[src/rtl/i2c_tmo_pkg.sv]
package i2c_tmo_pkg;
  typedef enum logic {
    OP_CLEAR = 1'b0,
    OP_STEP  = 1'b1
  } cnt_op_e;
endpackage

[src/rtl/i2c_tmo_sticky.sv]
module i2c_tmo_sticky (
  input  logic clk_i,
  input  logic rst_ni,
  input  logic set_i,
  input  logic clr_i,
  output logic q_o
);
  logic q_q;

  // set has priority over clear
  always_ff @(posedge clk_i or negedge rst_ni) begin
    if (!rst_ni)    q_q <= 1'b0;
    else if (set_i) q_q <= 1'b1;
    else if (clr_i) q_q <= 1'b0;
  end

  assign q_o = q_q;

  assert_set_wins_R8: assert property (@(posedge clk_i) disable iff (!rst_ni)
    set_i |=> q_o);
  assert_sticky_R8: assert property (@(posedge clk_i) disable iff (!rst_ni)
    (q_o && !clr_i) |=> q_o);
  assert_no_spurious_R8: assert property (@(posedge clk_i) disable iff (!rst_ni)
    (!q_o && !set_i) |=> !q_o);
endmodule

[src/rtl/i2c_tmo_counter.sv]
module i2c_tmo_counter
  import i2c_tmo_pkg::*;
#(
  parameter int CNT_W = 14
) (
  input  logic             clk_i,
  input  logic             rst_ni,
  input  cnt_op_e          op_i,
  output logic [CNT_W-1:0] cnt_o,
  output logic             ovf_o
);
  localparam logic [CNT_W-1:0] CntMax = {CNT_W{1'b1}};

  logic [CNT_W-1:0] cnt_q;

  // wraps to zero naturally at the top value
  always_ff @(posedge clk_i or negedge rst_ni) begin
    if (!rst_ni)               cnt_q <= '0;
    else if (op_i == OP_CLEAR) cnt_q <= '0;
    else                       cnt_q <= cnt_q + CNT_W'(1);
  end

  assign cnt_o = cnt_q;
  assign ovf_o = (op_i == OP_STEP) && (cnt_q == CntMax);

  assert_clear_R5: assert property (@(posedge clk_i) disable iff (!rst_ni)
    (op_i == OP_CLEAR) |=> (cnt_o == '0));
  assert_step_R2: assert property (@(posedge clk_i) disable iff (!rst_ni)
    ((op_i == OP_STEP) && !ovf_o) |=> (cnt_o == $past(cnt_o) + CNT_W'(1)));
  assert_wrap_R7: assert property (@(posedge clk_i) disable iff (!rst_ni)
    ovf_o |=> (cnt_o == '0));
endmodule

[src/rtl/i2c_hang_timer.sv]
module i2c_hang_timer
  import i2c_tmo_pkg::*;
#(
  parameter int CNT_W = 14
) (
  input  logic clk_i,
  input  logic rst_ni,
  input  logic tmo_en_i,
  input  logic evt_set_i,
  input  logic evt_clr_i,
  input  logic bus_act_i,
  input  logic tmo_clr_i,
  output logic evt_flag_o,
  output logic tmo_flag_o,
  output logic irq_o
);
  logic             evt_q;
  logic             tmo_q;
  logic             ovf;
  logic [CNT_W-1:0] cnt;
  cnt_op_e          op;

  // count only while enabled, event flag clear and bus quiet
  always_comb begin
    op = OP_STEP;
    if (!tmo_en_i || evt_q || evt_set_i || bus_act_i) op = OP_CLEAR;
  end

  i2c_tmo_counter #(.CNT_W(CNT_W)) u_cnt (
    .clk_i (clk_i),
    .rst_ni(rst_ni),
    .op_i  (op),
    .cnt_o (cnt),
    .ovf_o (ovf)
  );

  i2c_tmo_sticky u_evt_flag (
    .clk_i (clk_i),
    .rst_ni(rst_ni),
    .set_i (evt_set_i),
    .clr_i (evt_clr_i),
    .q_o   (evt_q)
  );

  i2c_tmo_sticky u_tmo_flag (
    .clk_i (clk_i),
    .rst_ni(rst_ni),
    .set_i (ovf),
    .clr_i (tmo_clr_i),
    .q_o   (tmo_q)
  );

  assign evt_flag_o = evt_q;
  assign tmo_flag_o = tmo_q;
  assign irq_o      = evt_q | tmo_q;

  assert_hold_on_event_R4: assert property (@(posedge clk_i) disable iff (!rst_ni)
    evt_q |-> (cnt == '0 && !ovf));
  assert_ovf_sets_flag_R3: assert property (@(posedge clk_i) disable iff (!rst_ni)
    ovf |=> tmo_flag_o);
  assert_activity_clears_R6: assert property (@(posedge clk_i) disable iff (!rst_ni)
    bus_act_i |=> (cnt == '0));
  assert_irq_on_timeout_R9: assert property (@(posedge clk_i) disable iff (!rst_ni)
    $rose(tmo_flag_o) |-> irq_o);
endmodule

[config.mk]
export PLATFORM = sky130hd
export DESIGN_NAME = i2c_hang_timer
export DESIGN_NICKNAME = d
export VERILOG_FILES = /design/src/rtl/i2c_tmo_pkg.sv /design/src/rtl/i2c_tmo_sticky.sv /design/src/rtl/i2c_tmo_counter.sv /design/src/rtl/i2c_hang_timer.sv
export SDC_FILE = /design/constraint.sdc
export NUM_CORES = 1
export LEC_CHECK = 0
export BUFFER_PORTS_ARGS = -buffer_cell sky130_fd_sc_hd__buf_2
export CORE_MARGIN = 2
export CORE_UTILIZATION = 58
export CTS_CLUSTER_DIAMETER = 80
export CTS_CLUSTER_SIZE = 12
export DETAILED_ROUTE_END_ITERATION = 12
export GPL_TIMING_DRIVEN = 0
export PLACE_DENSITY_LB_ADDON = 0.2
export SLEW_MARGIN = 20
export SYNTH_ARGS = -nofsm -noshare
export SYNTH_HDL_FRONTEND = slang
export SYNTH_HIERARCHICAL = 1
export SYNTH_SLANG_ARGS = --single-unit
export TNS_END_PERCENT = 50
[constraint.sdc]
create_clock -name clk_i -period 2.25 [get_ports clk_i]
set_input_delay 0.45 -clock clk_i [delete_from_list [all_inputs] [get_ports clk_i]]
set_output_delay 0.45 -clock clk_i [all_outputs]
set_load 0.01 [all_outputs]
# Yosys cells after proc, flatten, opt, wreduce, memory -nomap -nowiden
# Index checks and enable logic that the tools add are counted.
[op_classes] add_sub_neg=1 n_eq_ne=1 n_mux=6 bitwise_logic=1 reduce_logical=7
[ops] operator="adder 14 x 1 -> 14 bit (second input constant)" count=1
[ops] operator="== test 14 bit (second input constant)" count=1
[ops] operator="2-to-1 mux 14 bit" count=1
[ops] operator="2-to-1 mux 1 bit" count=5
[ops] operator="nonzero test 2 bit" count=2
[ops] operator="logical OR 1 bit" count=3
[ops] operator="logical AND 1 bit" count=1
[ops] operator="zero test 1 bit" count=1
[ops] operator="OR 1 bit" count=1
[word_totals] register_bits=16 inputBits=7 output_inout_bits=3

# Longest topological paths before layout
[depth] ltp_word=7 ltp_mapped=4

# By module
# Netlist, hierarchy kept.
[by_module_without_submodules] mod="i2c_tmo_counter" n_inst=1 cells_each=67 area_per_inst_um2=683.2 seq_area_each_um2=350.3
[by_module_without_submodules] mod="i2c_tmo_sticky" n_inst=2 cells_each=3 area_per_inst_um2=36.3 seq_area_each_um2=25.0
[by_module_without_submodules] mod="i2c_hang_timer" n_inst=1 cells_each=2 area_per_inst_um2=21.3 seq_area_each_um2=0.0

# Worst setup path after synthesis
# No wires, ideal clock.
[synth_path] path_type="flip-flop to flip-flop" from="reg u_cnt.cnt_q[0] (netlist: u_cnt/cnt_o[0])" to="reg u_cnt.cnt_q[10] (netlist: u_cnt/cnt_o[10])" arrival_time_ps=1330 required_ps=2172 setup_slack_ps=842 path_stages_with_launch=5 synth_period_minus_slack_ps=1408 cell_sequence="dfrtp_1 -> ha_1 -> nand2_1 -> or4_1 -> a21oi_1"
[synth_via] elab_chain_len=2
[synth_lines] item="start, declared" line_no="i2c_tmo_counter.sv:14" source="logic [CNT_W-1:0] cnt_q;"
[synth_lines] item="start signal, assigned" line_no="i2c_tmo_counter.sv:20" source="else cnt_q <= cnt_q + CNT_W'(1);"
[synth_lines] item="adder 14 x 1 -> 14 bit" line_no="i2c_tmo_counter.sv:20"
[synth_lines] item="2-to-1 mux 14 bit" line_no="i2c_tmo_counter.sv:19" source="else if (op_i == OP_CLEAR) cnt_q <= '0;"
# No other way between the ends.
# A chain may end at the register's enable or synchronous reset.

# Final worst setup path
[layout_path] from="reg u_evt_flag.q_q (netlist: u_evt_flag/q_o)" to="reg u_cnt.cnt_q[10] (netlist: u_cnt/cnt_o[10])"
[layout_via] elab_chain_len=4
[layout_lines] item="start, declared" line_no="i2c_tmo_sticky.sv:8" source="logic q_q;"
[layout_lines] item="start signal, assigned" line_no="i2c_tmo_sticky.sv:12" source="if (!rst_ni) q_q <= 1'b0;"
[layout_lines] item="start signal, assigned" line_no="i2c_tmo_sticky.sv:13" source="else if (set_i) q_q <= 1'b1;"
[layout_lines] item="start signal, assigned" line_no="i2c_tmo_sticky.sv:14" source="else if (clr_i) q_q <= 1'b0;"
[layout_lines] item="logical OR 1 bit (3 in series)" line_no="i2c_hang_timer.sv:26" source="if (!tmo_en_i || evt_q || evt_set_i || bus_act_i) op = OP_CLEAR;"
[layout_lines] item="2-to-1 mux 14 bit" line_no="i2c_tmo_counter.sv:19"
# No other way between the ends.

==> metrics <==
status complete, no violations; Worst slew margin 67.9%; Post-CTS Setup Bufs 0; largest net degree at the start of global routing 17; Max VDD drop 558 uV; CTS tree built; reg2reg setup slack 640 ps; Layout Nets 97; layout cells sized above 1 19.3%; Slew @ Worst Pin 481 ps; final setup fails 0; final hold vios 0; Clock power frac 37.7%; Synth area leaders dfrtp_1 (52%), a21oi_1 (5.2%), o31ai_1 (3.9%); logic gate share of total power 4.1%; clock latency on the worst-skew pair 280 ps; Vias 658; DP HPWL 1070 um; Yosys top cell area share 51.5%; 1st-iter DRT viols 17; Worst Path Arrival 1820 ps; classification of the worst-slack hold path primary input to asynchronous set/reset pin; reg2reg path depth 4; remaining global-route overflow 0; Seq/Total Area, Yosys 51.5%; f_max 619 MHz; DIE WIDTH 40.6 um; DRT Pass-1 Iters 4; IO Pins 10; number of port buffers 9; post-cts sizing count 0; Sink Count 16; DRC 0; post-synth top area cell dfrtp_1; worst r2r src u_evt_flag/q_o; CORE AREA 0.00127 mm^2; number of H-tree levels 1; ant diodes 0; type of origin of the critical path register; clk buf depth 2; via/cell ratio 6.39; unrepaired setup endpoints after global routing false; Layout Utilization 69.1%; Unique masters post-synth 25; max-slew violation count 0; Initial Util 61.2%; Final Power 0.500 mW; register share of total power 58.2%; Syn Inst Count 75; synthesized area 777 um^2; number of global-route vias before repair 606; Leak 0.359 nW; Post-Place Cells 99; Int Pwr 0.395 mW; first-pass GRT wire length 2400 um; Die Y 40.6 um; pwr dens 570 mW/mm^2; minimum clock period 1610 ps; Psw 0.104 mW; area delta synth->final 12.9%; Fillers 95; Critical Path Fanout Max 10; Worst Path Required 2460 ps; post-route clock skew 1.95 ps; Mapped Nets 83; kind of critical path register to register; Mapped Avg Cell Area 10.4 um^2; average wire per standard cell 15.0 um; Post-Layout Cell Count 103; yosys warns 6; CTS clk-pin slew, worst paths 90 ps; hold buffer count at cts 0; antenna violations before repair 0; TNS Setup 0 ps; ANT nets after route 0; die area 0.00165 mm^2; GR Util All Layers 22.8%; number of max-cap violations 0; Routed WL 1540 um; Clk Tree Root Cell clkbuf_4; Switching Share 20.9%; Seq cells post-synth 16; FP Rows 13; cts bufs inserted 3; gp weighted congestion 0.706; fin crit share 71.8%; RR Endpoint u_cnt/cnt_o[10]; CP endpoint kind register
-- worst max-delay path, cell delays in order, from the launching register on --
cell	delay (ps)
dfrtp_1	420
nor4b_2	500
inv_1	160
clkbuf_1	270
a21oi_1	190
-- registers in the layout, summed over array words and instances, names as in the netlist --
name / flops
u_evt_flag/q_o: 1
u_tmo_flag/q_o: 1
u_cnt/cnt_o: 14
-- power by group through the flow --
stage	registers (mW)	clock network, mW	logic [mW]
floorplan	0.297	0	0.00584
global placement	0.296	0	0.0204
detailed placement	0.297	0	0.0210
CTS	0.291	0.196	0.0211
global route	0.291	0.206	0.0236
finish	0.291	0.188	0.0203
-- logic make-up (layout without fill, tap and decap cells) --
group	Yosys count	count (layout)	synth area share [%]
multiplexers	1	1	1.29
flip-flops	16	16	51.5
buffers and inverters	4	17	1.93
adder cells (fa/ha/maj)	1	1	1.61
AO/OA/AOI/OAI	18	18	13.5
AND/OR/NAND/NOR	32	32	26.7
XOR/XNOR	3	3	3.38
-- layout by cell type (no fill, tap or decap), drive strengths merged, types with 2 or more instances in the layout --
cell type / count
nand4: 5
or4: 4
nor2: 4
nand2: 4
inv: 3
o31ai: 4
dfrtp: 16
clkbuf: 5
nand3: 5
xor2: 2
nor4: 2
o21ai: 4
a21oi: 8
buf: 9
a21o: 2
or3: 4
-- how the worst max path moves through the flow --
| stage | startpoint | endpoint | slack (ps) | cells after the start |
|---|---|---|---|---|
| 6_report | u_evt_flag/q_o | u_cnt/cnt_o[10] | 640 | 4 |
| 5_1_grt | u_evt_flag/q_o | u_cnt/cnt_o[12] | 530 | 4 |
| 4_1_cts | u_evt_flag/q_o | u_cnt/cnt_o[12] | 640 | 4 |
| 3_5_place_dp | evt_set_i | u_cnt/cnt_o[7] | 540 | 5 |
| 3_3_place_gp | evt_set_i | u_cnt/cnt_o[11] | 570 | 5 |
| 2_1_floorplan | u_cnt/cnt_o[0] | u_cnt/cnt_o[10] | 840 | 4 |
-- synthesized netlist by cell type --
cell and n:
and2_1 1, nand4_2 1, clkbuf_1 1, o21ai_0 4, a21oi_1 8, or3_2 1, nand2_1 4, or3_1 3
nand3_1 4, nand2b_1 1, nor4b_2 1, or2_1 1, mux2i_1 1, ha_1 1, nor2_1 4, xor2_1 2
inv_1 3, o31ai_1 4, xnor2_1 1, a21o_1 2, nand4_1 4, or4_1 4, nand3_4 1, dfrtp_1 16
nor4_1 2
-- metal layers --
metal  routed length [um]  up-vias  GRT usage [%]
met4                   13        0           7.50
met3                   79        2           5.00
li1                     -      310              -
met2                  757       22           39.7
met1                  690      324           27.4
met5                    0        -              0
-- per-stage QoR --
stage / hold slack, ps / area [um^2] / setup WS (ps)
after floorplan: 154 / 777 / 842
after global placement: 379 / 841 / 574
after detailed placement: 381 / 841 / 541
after CTS: 68.0 / 877 / 642
after global routing: 86.5 / 877 / 529
final: 61.6 / 877 / 635
-- cell type report --
cell class,count,area (um^2),share of cell area [%]
sequential,16,400,45.6
multi-input combinational,55,362,41.2
timing repair buffer,9,45.0,5.14
clock buffer,4,36.3,4.14
tap,15,18.8,2.14
inverter,3,11.3,1.28
buffer,1,3.75,0.428
(Power assumes the default switching activity.)
